--- src/rtl/twp_pkg.sv ---
// Shared constants and types of the word placement unit.
// Assumes LAT_W <= WORD_W so a word plus a latency fits in WORD_W+1 bits.
package twp_pkg;
    localparam int PHYS_REGS = 32;
    localparam int ARCH_REGS = 16;
    localparam int TEMP_REGS = 32;
    localparam int MAX_OPS   = 256;
    localparam int SLOTS     = 6;
    localparam int MAX_WORDS = 64;
    localparam int LAT_W     = 4;
    localparam int CYC_W     = 12;
    localparam int NSRC      = 2;

    localparam int PHYS_W  = $clog2(PHYS_REGS);
    localparam int ARCH_W  = $clog2(ARCH_REGS);
    localparam int VREG_W  = $clog2(TEMP_REGS);
    localparam int WORD_W  = $clog2(MAX_WORDS);
    localparam int SLOT_W  = $clog2(SLOTS + 1);
    localparam int OPS_W   = $clog2(MAX_OPS + 1);
    localparam int LAT_MAX = (1 << LAT_W) - 1;

    typedef struct packed {
        logic              valid;
        logic              livein;
        logic [VREG_W-1:0] vreg;
        logic [WORD_W-1:0] word;
        logic [ARCH_W-1:0] arch;
        logic [LAT_W-1:0]  lat;
    } map_entry_t;
endpackage

--- src/rtl/twp_map_table.sv ---
// Physical-to-temporary mapping table, one entry per physical register.
// Two combinational read ports, up to two live-in creations and one
// destination write per cycle; the destination write wins on a clash.
// Assumes two live-in creations to the same index carry the same content.
module twp_map_table
    import twp_pkg::*;
(
    input  logic                       clk,
    input  logic                       rst_n,
    input  logic                       clear,
    input  logic [NSRC-1:0][PHYS_W-1:0] rd_idx,
    output map_entry_t [NSRC-1:0]      rd_ent,
    input  logic [NSRC-1:0]            lw_en,
    input  logic [NSRC-1:0][PHYS_W-1:0] lw_idx,
    input  logic [NSRC-1:0][ARCH_W-1:0] lw_arch,
    input  logic                       dw_en,
    input  logic [PHYS_W-1:0]          dw_idx,
    input  map_entry_t                 dw_ent
);
    map_entry_t tbl [PHYS_REGS];

    // Read ports: plain indexed lookup.
    always_comb begin
        for (int s = 0; s < NSRC; s++) rd_ent[s] = tbl[rd_idx[s]];
    end

    for (genvar g = 0; g < PHYS_REGS; g++) begin : g_ent
        map_entry_t li_ent;

        // Live-in entry content for this index (last matching port wins).
        always_comb begin
            li_ent = '0;
            for (int s = 0; s < NSRC; s++) begin
                if (lw_en[s] && lw_idx[s] == PHYS_W'(g)) begin
                    li_ent        = '0;
                    li_ent.valid  = 1'b1;
                    li_ent.livein = 1'b1;
                    li_ent.arch   = lw_arch[s];
                end
            end
        end

        // Entry update: clear, destination write, then live-in creation.
        always_ff @(posedge clk) begin
            if (!rst_n || clear)                        tbl[g] <= '0;
            else if (dw_en && dw_idx == PHYS_W'(g))     tbl[g] <= dw_ent;
            else if (li_ent.valid)                      tbl[g] <= li_ent;
        end
    end
endmodule

--- src/rtl/twp_ready_calc.sv ---
// Computes an op's target word (max of producer word + latency) and the
// latest producer word it depends on, from the looked-up source entries.
// Live-ins and immediates contribute nothing.
module twp_ready_calc
    import twp_pkg::*;
(
    input  logic [NSRC-1:0]       src_has,
    input  map_entry_t [NSRC-1:0] ent,
    output logic [WORD_W:0]       target,
    output logic                  dep_v,
    output logic [WORD_W-1:0]     dep_word
);
    // Fold all register sources into a ready word and a dependency word.
    always_comb begin
        logic [WORD_W:0] t;
        t        = '0;
        target   = '0;
        dep_v    = 1'b0;
        dep_word = '0;
        for (int s = 0; s < NSRC; s++) begin
            if (src_has[s] && ent[s].valid && !ent[s].livein) begin
                t = {1'b0, ent[s].word} + (WORD_W+1)'(ent[s].lat);
                if (t > target) target = t;
                if (!dep_v || ent[s].word > dep_word) dep_word = ent[s].word;
                dep_v = 1'b1;
            end
        end
    end
endmodule

--- src/rtl/twp_word_slots.sv ---
// Per-word occupancy counts and dependency prefixes. Finds the lowest word
// at or after a target that still has a free slot, and records a placement.
// A target at or beyond MAX_WORDS yields found = 0.
module twp_word_slots
    import twp_pkg::*;
(
    input  logic              clk,
    input  logic              rst_n,
    input  logic              clear,
    input  logic [WORD_W:0]   target,
    output logic              found,
    output logic [WORD_W-1:0] pick,
    output logic              pick_dep_v,
    output logic [WORD_W-1:0] pick_dep,
    input  logic              put_en,
    input  logic [WORD_W-1:0] put_word,
    input  logic              put_dep_v,
    input  logic [WORD_W-1:0] put_dep
);
    logic [SLOT_W-1:0] cnt   [MAX_WORDS];
    logic              dep_v [MAX_WORDS];
    logic [WORD_W-1:0] dep_w [MAX_WORDS];

    // Forward search for the first word with room.
    always_comb begin
        found = 1'b0;
        pick  = '0;
        for (int i = 0; i < MAX_WORDS; i++) begin
            if (!found && (WORD_W+1)'(i) >= target && cnt[i] < SLOT_W'(SLOTS)) begin
                found = 1'b1;
                pick  = WORD_W'(i);
            end
        end
        pick_dep_v = dep_v[pick];
        pick_dep   = dep_w[pick];
    end

    for (genvar g = 0; g < MAX_WORDS; g++) begin : g_word
        // Word state update on clear or on a placement into this word.
        always_ff @(posedge clk) begin
            if (!rst_n || clear) begin
                cnt[g]   <= '0;
                dep_v[g] <= 1'b0;
                dep_w[g] <= '0;
            end else if (put_en && put_word == WORD_W'(g)) begin
                cnt[g]   <= cnt[g] + SLOT_W'(1);
                dep_v[g] <= put_dep_v;
                dep_w[g] <= put_dep;
            end
        end
    end
endmodule

--- src/rtl/trace_word_placer.sv ---
// Top of the word placement unit. Accepts one retired micro-op per cycle,
// resolves its sources, places it into a word, allocates its destination
// temporary and registers a result record one cycle later.
// Assumes ops arrive in retirement order and retire_cyc >= dispatch_cyc.
module trace_word_placer
    import twp_pkg::*;
(
    input  logic              clk,
    input  logic              rst_n,
    input  logic              frame_start,
    input  logic              op_valid,
    input  logic              src0_has,
    input  logic [PHYS_W-1:0] src0_phys,
    input  logic [ARCH_W-1:0] src0_arch,
    input  logic              src1_has,
    input  logic [PHYS_W-1:0] src1_phys,
    input  logic [ARCH_W-1:0] src1_arch,
    input  logic              dst_has,
    input  logic [PHYS_W-1:0] dst_phys,
    input  logic [ARCH_W-1:0] dst_arch,
    input  logic [CYC_W-1:0]  dispatch_cyc,
    input  logic [CYC_W-1:0]  retire_cyc,
    output logic              res_valid,
    output logic [WORD_W-1:0] res_word,
    output logic [VREG_W-1:0] res_src0_vreg,
    output logic              res_src0_livein,
    output logic [ARCH_W-1:0] res_src0_arch,
    output logic [VREG_W-1:0] res_src1_vreg,
    output logic              res_src1_livein,
    output logic [ARCH_W-1:0] res_src1_arch,
    output logic [VREG_W-1:0] res_dst_vreg,
    output logic              res_dep_valid,
    output logic [WORD_W-1:0] res_dep_word,
    output logic              abort
);
    logic [NSRC-1:0]             s_has;
    logic [NSRC-1:0][PHYS_W-1:0] s_phys;
    logic [NSRC-1:0][ARCH_W-1:0] s_arch;
    map_entry_t [NSRC-1:0]       s_ent;
    logic [NSRC-1:0]             s_new_li;
    logic [NSRC-1:0]             s_livein;
    logic [NSRC-1:0][VREG_W-1:0] s_vreg;
    logic [NSRC-1:0][ARCH_W-1:0] s_arch_o;

    logic [WORD_W:0]   target;
    logic              op_dep_v;
    logic [WORD_W-1:0] op_dep;
    logic              found;
    logic [WORD_W-1:0] pick;
    logic              pick_dep_v;
    logic [WORD_W-1:0] pick_dep;
    logic              new_dep_v;
    logic [WORD_W-1:0] new_dep;

    logic [VREG_W:0]   vreg_cnt;
    logic [OPS_W-1:0]  op_cnt;
    logic [CYC_W-1:0]  lat_diff;
    logic [LAT_W-1:0]  lat;
    logic              accept, bad, commit;
    map_entry_t        dst_ent;

    assign s_has  = {src1_has, src0_has};
    assign s_phys = {src1_phys, src0_phys};
    assign s_arch = {src1_arch, src0_arch};

    twp_map_table u_map (
        .clk     (clk),
        .rst_n   (rst_n),
        .clear   (frame_start),
        .rd_idx  (s_phys),
        .rd_ent  (s_ent),
        .lw_en   (s_new_li & {NSRC{commit}}),
        .lw_idx  (s_phys),
        .lw_arch (s_arch),
        .dw_en   (commit && dst_has),
        .dw_idx  (dst_phys),
        .dw_ent  (dst_ent)
    );

    twp_ready_calc u_ready (
        .src_has  (s_has),
        .ent      (s_ent),
        .target   (target),
        .dep_v    (op_dep_v),
        .dep_word (op_dep)
    );

    twp_word_slots u_slots (
        .clk        (clk),
        .rst_n      (rst_n),
        .clear      (frame_start),
        .target     (target),
        .found      (found),
        .pick       (pick),
        .pick_dep_v (pick_dep_v),
        .pick_dep   (pick_dep),
        .put_en     (commit),
        .put_word   (pick),
        .put_dep_v  (new_dep_v),
        .put_dep    (new_dep)
    );

    // Per-source classification: new live-in, known live-in or produced value.
    always_comb begin
        for (int s = 0; s < NSRC; s++) begin
            s_new_li[s] = s_has[s] && !s_ent[s].valid;
            s_livein[s] = s_has[s] && (!s_ent[s].valid || s_ent[s].livein);
            s_vreg[s]   = (s_has[s] && s_ent[s].valid && !s_ent[s].livein) ? s_ent[s].vreg : '0;
            s_arch_o[s] = !s_livein[s] ? '0 : (s_ent[s].valid ? s_ent[s].arch : s_arch[s]);
        end
    end

    // Measured latency, held within 1..LAT_MAX.
    always_comb begin
        lat_diff = retire_cyc - dispatch_cyc;
        if (lat_diff == '0)                   lat = LAT_W'(1);
        else if (lat_diff > CYC_W'(LAT_MAX))  lat = LAT_W'(LAT_MAX);
        else                                  lat = lat_diff[LAT_W-1:0];
    end

    // Accept/abort decision and the merged dependency prefix of the word.
    always_comb begin
        accept    = op_valid && !frame_start && !abort;
        bad       = (dst_has && vreg_cnt == (VREG_W+1)'(TEMP_REGS))
                 || (op_cnt == OPS_W'(MAX_OPS)) || !found;
        commit    = accept && !bad;
        new_dep_v = pick_dep_v || op_dep_v;
        if (pick_dep_v && op_dep_v) new_dep = (pick_dep > op_dep) ? pick_dep : op_dep;
        else if (op_dep_v)          new_dep = op_dep;
        else                        new_dep = pick_dep;
        dst_ent        = '0;
        dst_ent.valid  = 1'b1;
        dst_ent.vreg   = vreg_cnt[VREG_W-1:0];
        dst_ent.word   = pick;
        dst_ent.arch   = dst_arch;
        dst_ent.lat    = lat;
    end

    // Region counters and the sticky abort flag.
    always_ff @(posedge clk) begin
        if (!rst_n || frame_start) begin
            vreg_cnt <= '0;
            op_cnt   <= '0;
            abort    <= 1'b0;
        end else begin
            if (accept && bad) abort <= 1'b1;
            if (commit) begin
                op_cnt <= op_cnt + OPS_W'(1);
                if (dst_has) vreg_cnt <= vreg_cnt + (VREG_W+1)'(1);
            end
        end
    end

    // Result record register.
    always_ff @(posedge clk) begin
        if (!rst_n) begin
            res_valid       <= 1'b0;
            res_word        <= '0;
            res_src0_vreg   <= '0;
            res_src0_livein <= 1'b0;
            res_src0_arch   <= '0;
            res_src1_vreg   <= '0;
            res_src1_livein <= 1'b0;
            res_src1_arch   <= '0;
            res_dst_vreg    <= '0;
            res_dep_valid   <= 1'b0;
            res_dep_word    <= '0;
        end else begin
            res_valid <= commit;
            if (commit) begin
                res_word        <= pick;
                res_src0_vreg   <= s_vreg[0];
                res_src0_livein <= s_livein[0];
                res_src0_arch   <= s_arch_o[0];
                res_src1_vreg   <= s_vreg[1];
                res_src1_livein <= s_livein[1];
                res_src1_arch   <= s_arch_o[1];
                res_dst_vreg    <= dst_has ? vreg_cnt[VREG_W-1:0] : '0;
                res_dep_valid   <= new_dep_v;
                res_dep_word    <= new_dep;
            end
        end
    end
endmodule

--- config.mk ---
export PLATFORM = sky130hd
export DESIGN_NAME = trace_word_placer
export DESIGN_NICKNAME = d
export VERILOG_FILES = /design/src/rtl/twp_pkg.sv /design/src/rtl/twp_map_table.sv /design/src/rtl/twp_ready_calc.sv /design/src/rtl/twp_word_slots.sv /design/src/rtl/trace_word_placer.sv
export SDC_FILE = /design/constraint.sdc
export NUM_CORES = 2
export LEC_CHECK = 0
export BUFFER_PORTS_ARGS = -buffer_cell sky130_fd_sc_hd__buf_2
export CAP_MARGIN = 15
export CELL_PAD_IN_SITES_DETAIL_PLACEMENT = 2
export CELL_PAD_IN_SITES_GLOBAL_PLACEMENT = 2
export CORE_MARGIN = 3
export CORE_UTILIZATION = 48
export DETAILED_ROUTE_END_ITERATION = 10
export PLACE_DENSITY = 0.95
export SLEW_MARGIN = 20
export SYNTH_ARGS = -nofsm -noshare
export SYNTH_HDL_FRONTEND = slang
export SYNTH_SLANG_ARGS = --single-unit
--- constraint.sdc ---
create_clock -name clk -period 24.7 [get_ports clk]
set_clock_uncertainty 0.05 [all_clocks]
set_input_delay 2.47 -clock clk [delete_from_list [all_inputs] [get_ports clk]]
set_output_delay 2.47 -clock clk [all_outputs]
set_load 0.1 [all_outputs]
==> results.py, run 1 <==
metrics = {
    "cts": {
        "cts-root-buf": "clkbuf_16",
        "cts.sinks": 1367,
        "post_cts_resized": 0,
        "ctsHoldBuffers": 0,
        "htreeDepth": 4,
        "clock_path_buffers": 3,
        "cts_setup_buffers": 0,
        "cts_buffers": 150,
    },
    "die": {
        "die_x_um": 400,
        "rows": 144,
        "start_util": 0.484,
        "io_pins": 98,
        "die_h_um": 400,
    },
    "global_route": {
        "overflow": 98,
        "grt_usage": 0.783,
        "grt_max_degree": 80,
        "antenna_found_initial": 154,
    },
    "place": {
        "dp_hpwl_mm": 262,
        "port_buffers": 97,
        "gp_congestion": 1.02,
    },
    "synth": {
        "synthArstFlopShare": 0,
        "syn_nets": 6352,
        "ys_ff_latch": 1367,
        "synthMuxAreaShare": 0.147,
        "synthAdderAreaFrac": 0.0186,
        "synth_area_per_cell_sq_um": 12.1,
        "ys.flop_type": "edfxtp_1",
        "synth-simple-area-share": 0.139,
        "ys_types": 119,
        "synth_area_leaders": "edfxtp_1 (53%), mux4_2 (11%), nor2_1 (5.1%)",
        "synth_top_family_by_area": "multiplexers",
        "yosysTopAreaCell": "edfxtp_1",
        "syn_area_sq_um": 74600,
        "synthTopCellsByCount": "edfxtp_1 (1,312), nor2_1 (1,020), nand2_1 (544)",
        "yosysTopAreaCellShare": 0.528,
        "postSynthCellCount": 6185,
        "yosysMostFrequentCell": "edfxtp_1",
        "yosys_warnings": 0,
        "synth_xor_area_frac": 0.0108,
        "synth_compound_area_frac": 0.105,
        "synth-edff-count": 1312,
        "ys_seq_area_frac": 0.543,
    },
    "run_status": {
        "status": "did not finish",
        "error": "[ERROR GRT-0232] Routing congestion too high. Check the congestion heatmap in the GUI.",
        "haltStage": "global routing",
    },
}
cell families after synthesis:
| kind of cell | count (synthesis) |
|---|---|
| mux | 633 |
| fa+ha+maj | 109 |
| buf+inv | 596 |
| xor+xnor | 91 |
| compound gates | 1152 |
| flops | 1367 |
| simple gates | 2237 |
per-stage QoR:
step | hold slack [ns] | util | std cells | instance area, sq um | worst slack, ns
4_1_cts | 0.426 | 0.533 | 8340 | 82200 | 4.32
3_5_place_dp | 0.409 | 0.501 | 8066 | 77300 | 4.64
2_1_floorplan | 0.403 | - | 6185 | 74600 | 8.95
3_3_place_gp | 0.387 | 0.501 | 8066 | 77300 | 6.22
layer usage:
metal  GRT overflow  track usage
met1              5        0.775
met2             32        0.891
met3              4        0.712
met4             57        0.737
met5              0        0.573
==> run 2: changes to the inputs <==
CELL_PAD_IN_SITES_DETAIL_PLACEMENT = default   (was 2)
CELL_PAD_IN_SITES_GLOBAL_PLACEMENT = default   (was 2)
CORE_UTILIZATION = 35   (was 48)
PLACE_DENSITY = default   (was 0.95)
PLACE_DENSITY_LB_ADDON = 0.15   (was default)
==> run 2 against run 1 <==
  * The flow now finishes without violations
  * Synthesized area stayed put
  * Synthesized cell count stayed put
==> results.py, run 2 <==
metrics = {
    "global_route": {
        "grt_max_degree": 85,
        "antenna_found_initial": 13,
        "grt_usage": 0.286,
        "grt_pass1_wl_mm": 441,
        "grt_pass1_vias": 54500,
        "overflow": 0,
    },
    "synth": {
        "synth-edff-count": 1312,
        "postSynthCellCount": 6185,
        "ys.flop_type": "edfxtp_1",
        "yosysTopAreaCellShare": 0.528,
        "yosysMostFrequentCell": "edfxtp_1",
        "yosysTopAreaCell": "edfxtp_1",
        "synthTopCellsByCount": "edfxtp_1 (1,312), nor2_1 (1,020), nand2_1 (544)",
        "yosys_warnings": 0,
        "syn_nets": 6352,
        "synth_area_per_cell_sq_um": 12.1,
        "ys_ff_latch": 1367,
        "ys_types": 119,
        "synthArstFlopShare": 0,
        "ys_seq_area_frac": 0.543,
        "synth_area_leaders": "edfxtp_1 (53%), mux4_2 (11%), nor2_1 (5.1%)",
        "syn_area_sq_um": 74600,
    },
    "run_status": {
        "status": "complete, no violations",
    },
    "cells_and_area": {
        "layout_common_cells": "edfxtp_1 (1,312), nor2_1 (998), nand2_1 (539), mux4_2 (366), o21ai_0 (278)",
        "fillerInstances": 20000,
        "max_flop_register": "u_map.tbl",
        "layout-drive-gt1-share": 0.205,
        "top_regs": "u_map.tbl: 672 flops, u_slots.dep_w: 384 flops, u_slots.cnt: 192 flops",
        "area_growth_pct": 12.0,
        "finish.utilization": 0.396,
        "final_nets": 6361,
        "final_common_cell": "edfxtp_1",
        "largest_reg_flops": 672,
        "fin_cells": 9136,
    },
    "detailed_routing": {
        "wirelength_mm": 318,
        "drc": 0,
        "viasPerCell": 6.17,
        "vias": 56300,
        "wire_per_inst_um": 34.9,
        "dr.first_iter.drc_count": 7784,
        "ant_nets": 0,
        "first_pass_iters": 6,
    },
    "cts": {
        "post_cts_resized": 0,
        "ctsHoldBuffers": 0,
        "cts_tree": "yes",
        "clock_latency_ns": 0.83,
        "clock_path_buffers": 3,
        "cts.sinks": 1367,
        "cts_buffers": 161,
        "clk_pin_slew_ns": 0.06,
        "htreeDepth": 4,
        "cts-root-buf": "clkbuf_16",
        "cts_setup_buffers": 0,
    },
    "pwr": {
        "switchingPower_w": 0.00174,
        "comb_power_share": 0.153,
        "power_leakage_nw": 30.8,
        "power_frac_seq": 0.450,
        "power_frac_clock": 0.397,
        "power_density_nw_per_um2": 71.4,
        "internal-power_w": 0.00423,
        "max-vdd-ir-drop_mv": 0.0699,
        "switching_share": 0.292,
    },
    "timing": {
        "setup_viol_count_final": 0,
        "timing.fmax_mhz": 54.3,
        "min_period_ns": 18.41,
        "period_share": 0.745,
        "slew_headroom": 0.152,
        "tns_ns": 0,
        "grt_setup_unrepaired": "no",
        "hold_viol_final": 0,
        "whs_ns": 0.400,
        "report.final.slew_viol_count": 0,
        "worst_pin_slew_ns": 1.27,
    },
    "die": {
        "die_x_um": 468,
        "io_pins": 98,
        "rows": 168,
        "die_h_um": 468,
        "die_area_sq_um": 219000,
        "start_util": 0.354,
        "core_area_sq_um": 211000,
    },
    "place": {
        "dp_hpwl_mm": 213,
        "dp_cells": 8835,
        "gp_congestion": 0.950,
        "port_buffers": 97,
    },
    "critical_path": {
        "critPathArrivalTime_ns": 18.86,
        "path_class": "in2reg",
        "path_common_cell": "buf_4",
        "crit_path_top_delay_cell": "and4_2",
        "cp-end-kind": "flip-flop",
        "path_max_fanout": 45,
        "cpPeakStageDelay_ns": 0.97,
        "cp_top_family": "buffers and inverters",
        "ff2ff_setup_slack_ns": 8.94,
        "crit_required_ns": 25.15,
        "crit_buf_inv": 9,
        "critPathLaunchType": "input port",
    },
    "worst_hold_path": {
        "min_path_type": "reg2reg",
    },
    "flow_run": {
        "cap_viol_max_count": 0,
    },
}
[run 2: cell counts after synthesis]
Identical to the previous run, type by type.
[run 2: area by class of cell]
class | instances | area (sq um) | share of cell area
Clock inverter | 99 | 843 | 0.0101
Timing Repair Buffer | 319 | 2250 | 0.0269
Antenna cell | 5 | 12.5 | 0.000150
Multi-Input combinational cell | 4222 | 31700 | 0.380
Sequential cell | 1367 | 40500 | 0.485
Tap cell | 2805 | 3510 | 0.0420
Inverter | 123 | 462 | 0.00552
Clock buffer | 196 | 4260 | 0.0510
[run 2: logic make-up after synthesis]
group / count (synthesis) / synth area share
mux: 633 / 0.147
fa+ha+maj: 109 / 0.0186
xor+xnor: 91 / 0.0108
buf+inv: 596 / 0.0377
compound gates: 1152 / 0.105
simple gates: 2237 / 0.139
flops: 1367 / 0.543
[run 2: power groups by stage]
stage	logic [W]	registers, W	clock network [W]
2_1_floorplan	0.000542	0.00272	0
3_3_place_gp	0.000893	0.00273	0
3_5_place_dp	0.000896	0.00273	0
4_1_cts	0.000899	0.00268	0.00239
5_1_grt	0.000942	0.00269	0.00248
6_report	0.000914	0.00269	0.00237
[run 2: final timing paths]
kind / to / start / cells after the start
min: res_dst_vreg[1]$_SDFFE_PN0P_ / res_dst_vreg[1]$_SDFFE_PN0P_ / 2
max reg2reg: u_slots.dep_w[56][3]$_SDFFCE_PN0P_ / u_map.tbl[31][9]$_SDFFCE_PP0P_ / 41
min reg2reg: res_dst_vreg[1]$_SDFFE_PN0P_ / res_dst_vreg[1]$_SDFFE_PN0P_ / 2
max: u_slots.dep_w[56][3]$_SDFFCE_PN0P_ / src1_phys[0] / 43
[run 2: per-layer routing]
layer,track usage,part of all wire
met1,0.374,0.39
met2,0.456,0.47
met3,0.0529,0.085
met4,0.139,0.056
met5,0,0
[run 2: worst min-delay path, stage by stage, from the launching register on]
cell	delay, ns
dfxtp_1	0.31
nand2_1	0.05
a21oi_1	0.05
[run 2: metrics by stage]
stage | total power (W) | cell area (sq um) | worst slack [ns]
after floorplan | 0.00327 | 74600 | 8.95
after global routing | 0.00612 | 83600 | 5.38
after global placement | 0.00362 | 78300 | 5.75
after detailed placement | 0.00363 | 78400 | 5.74
final | 0.00597 | 83600 | 6.29
after CTS | 0.00597 | 83500 | 6.56
No activity file was read; power rests on OpenSTA's default activity.
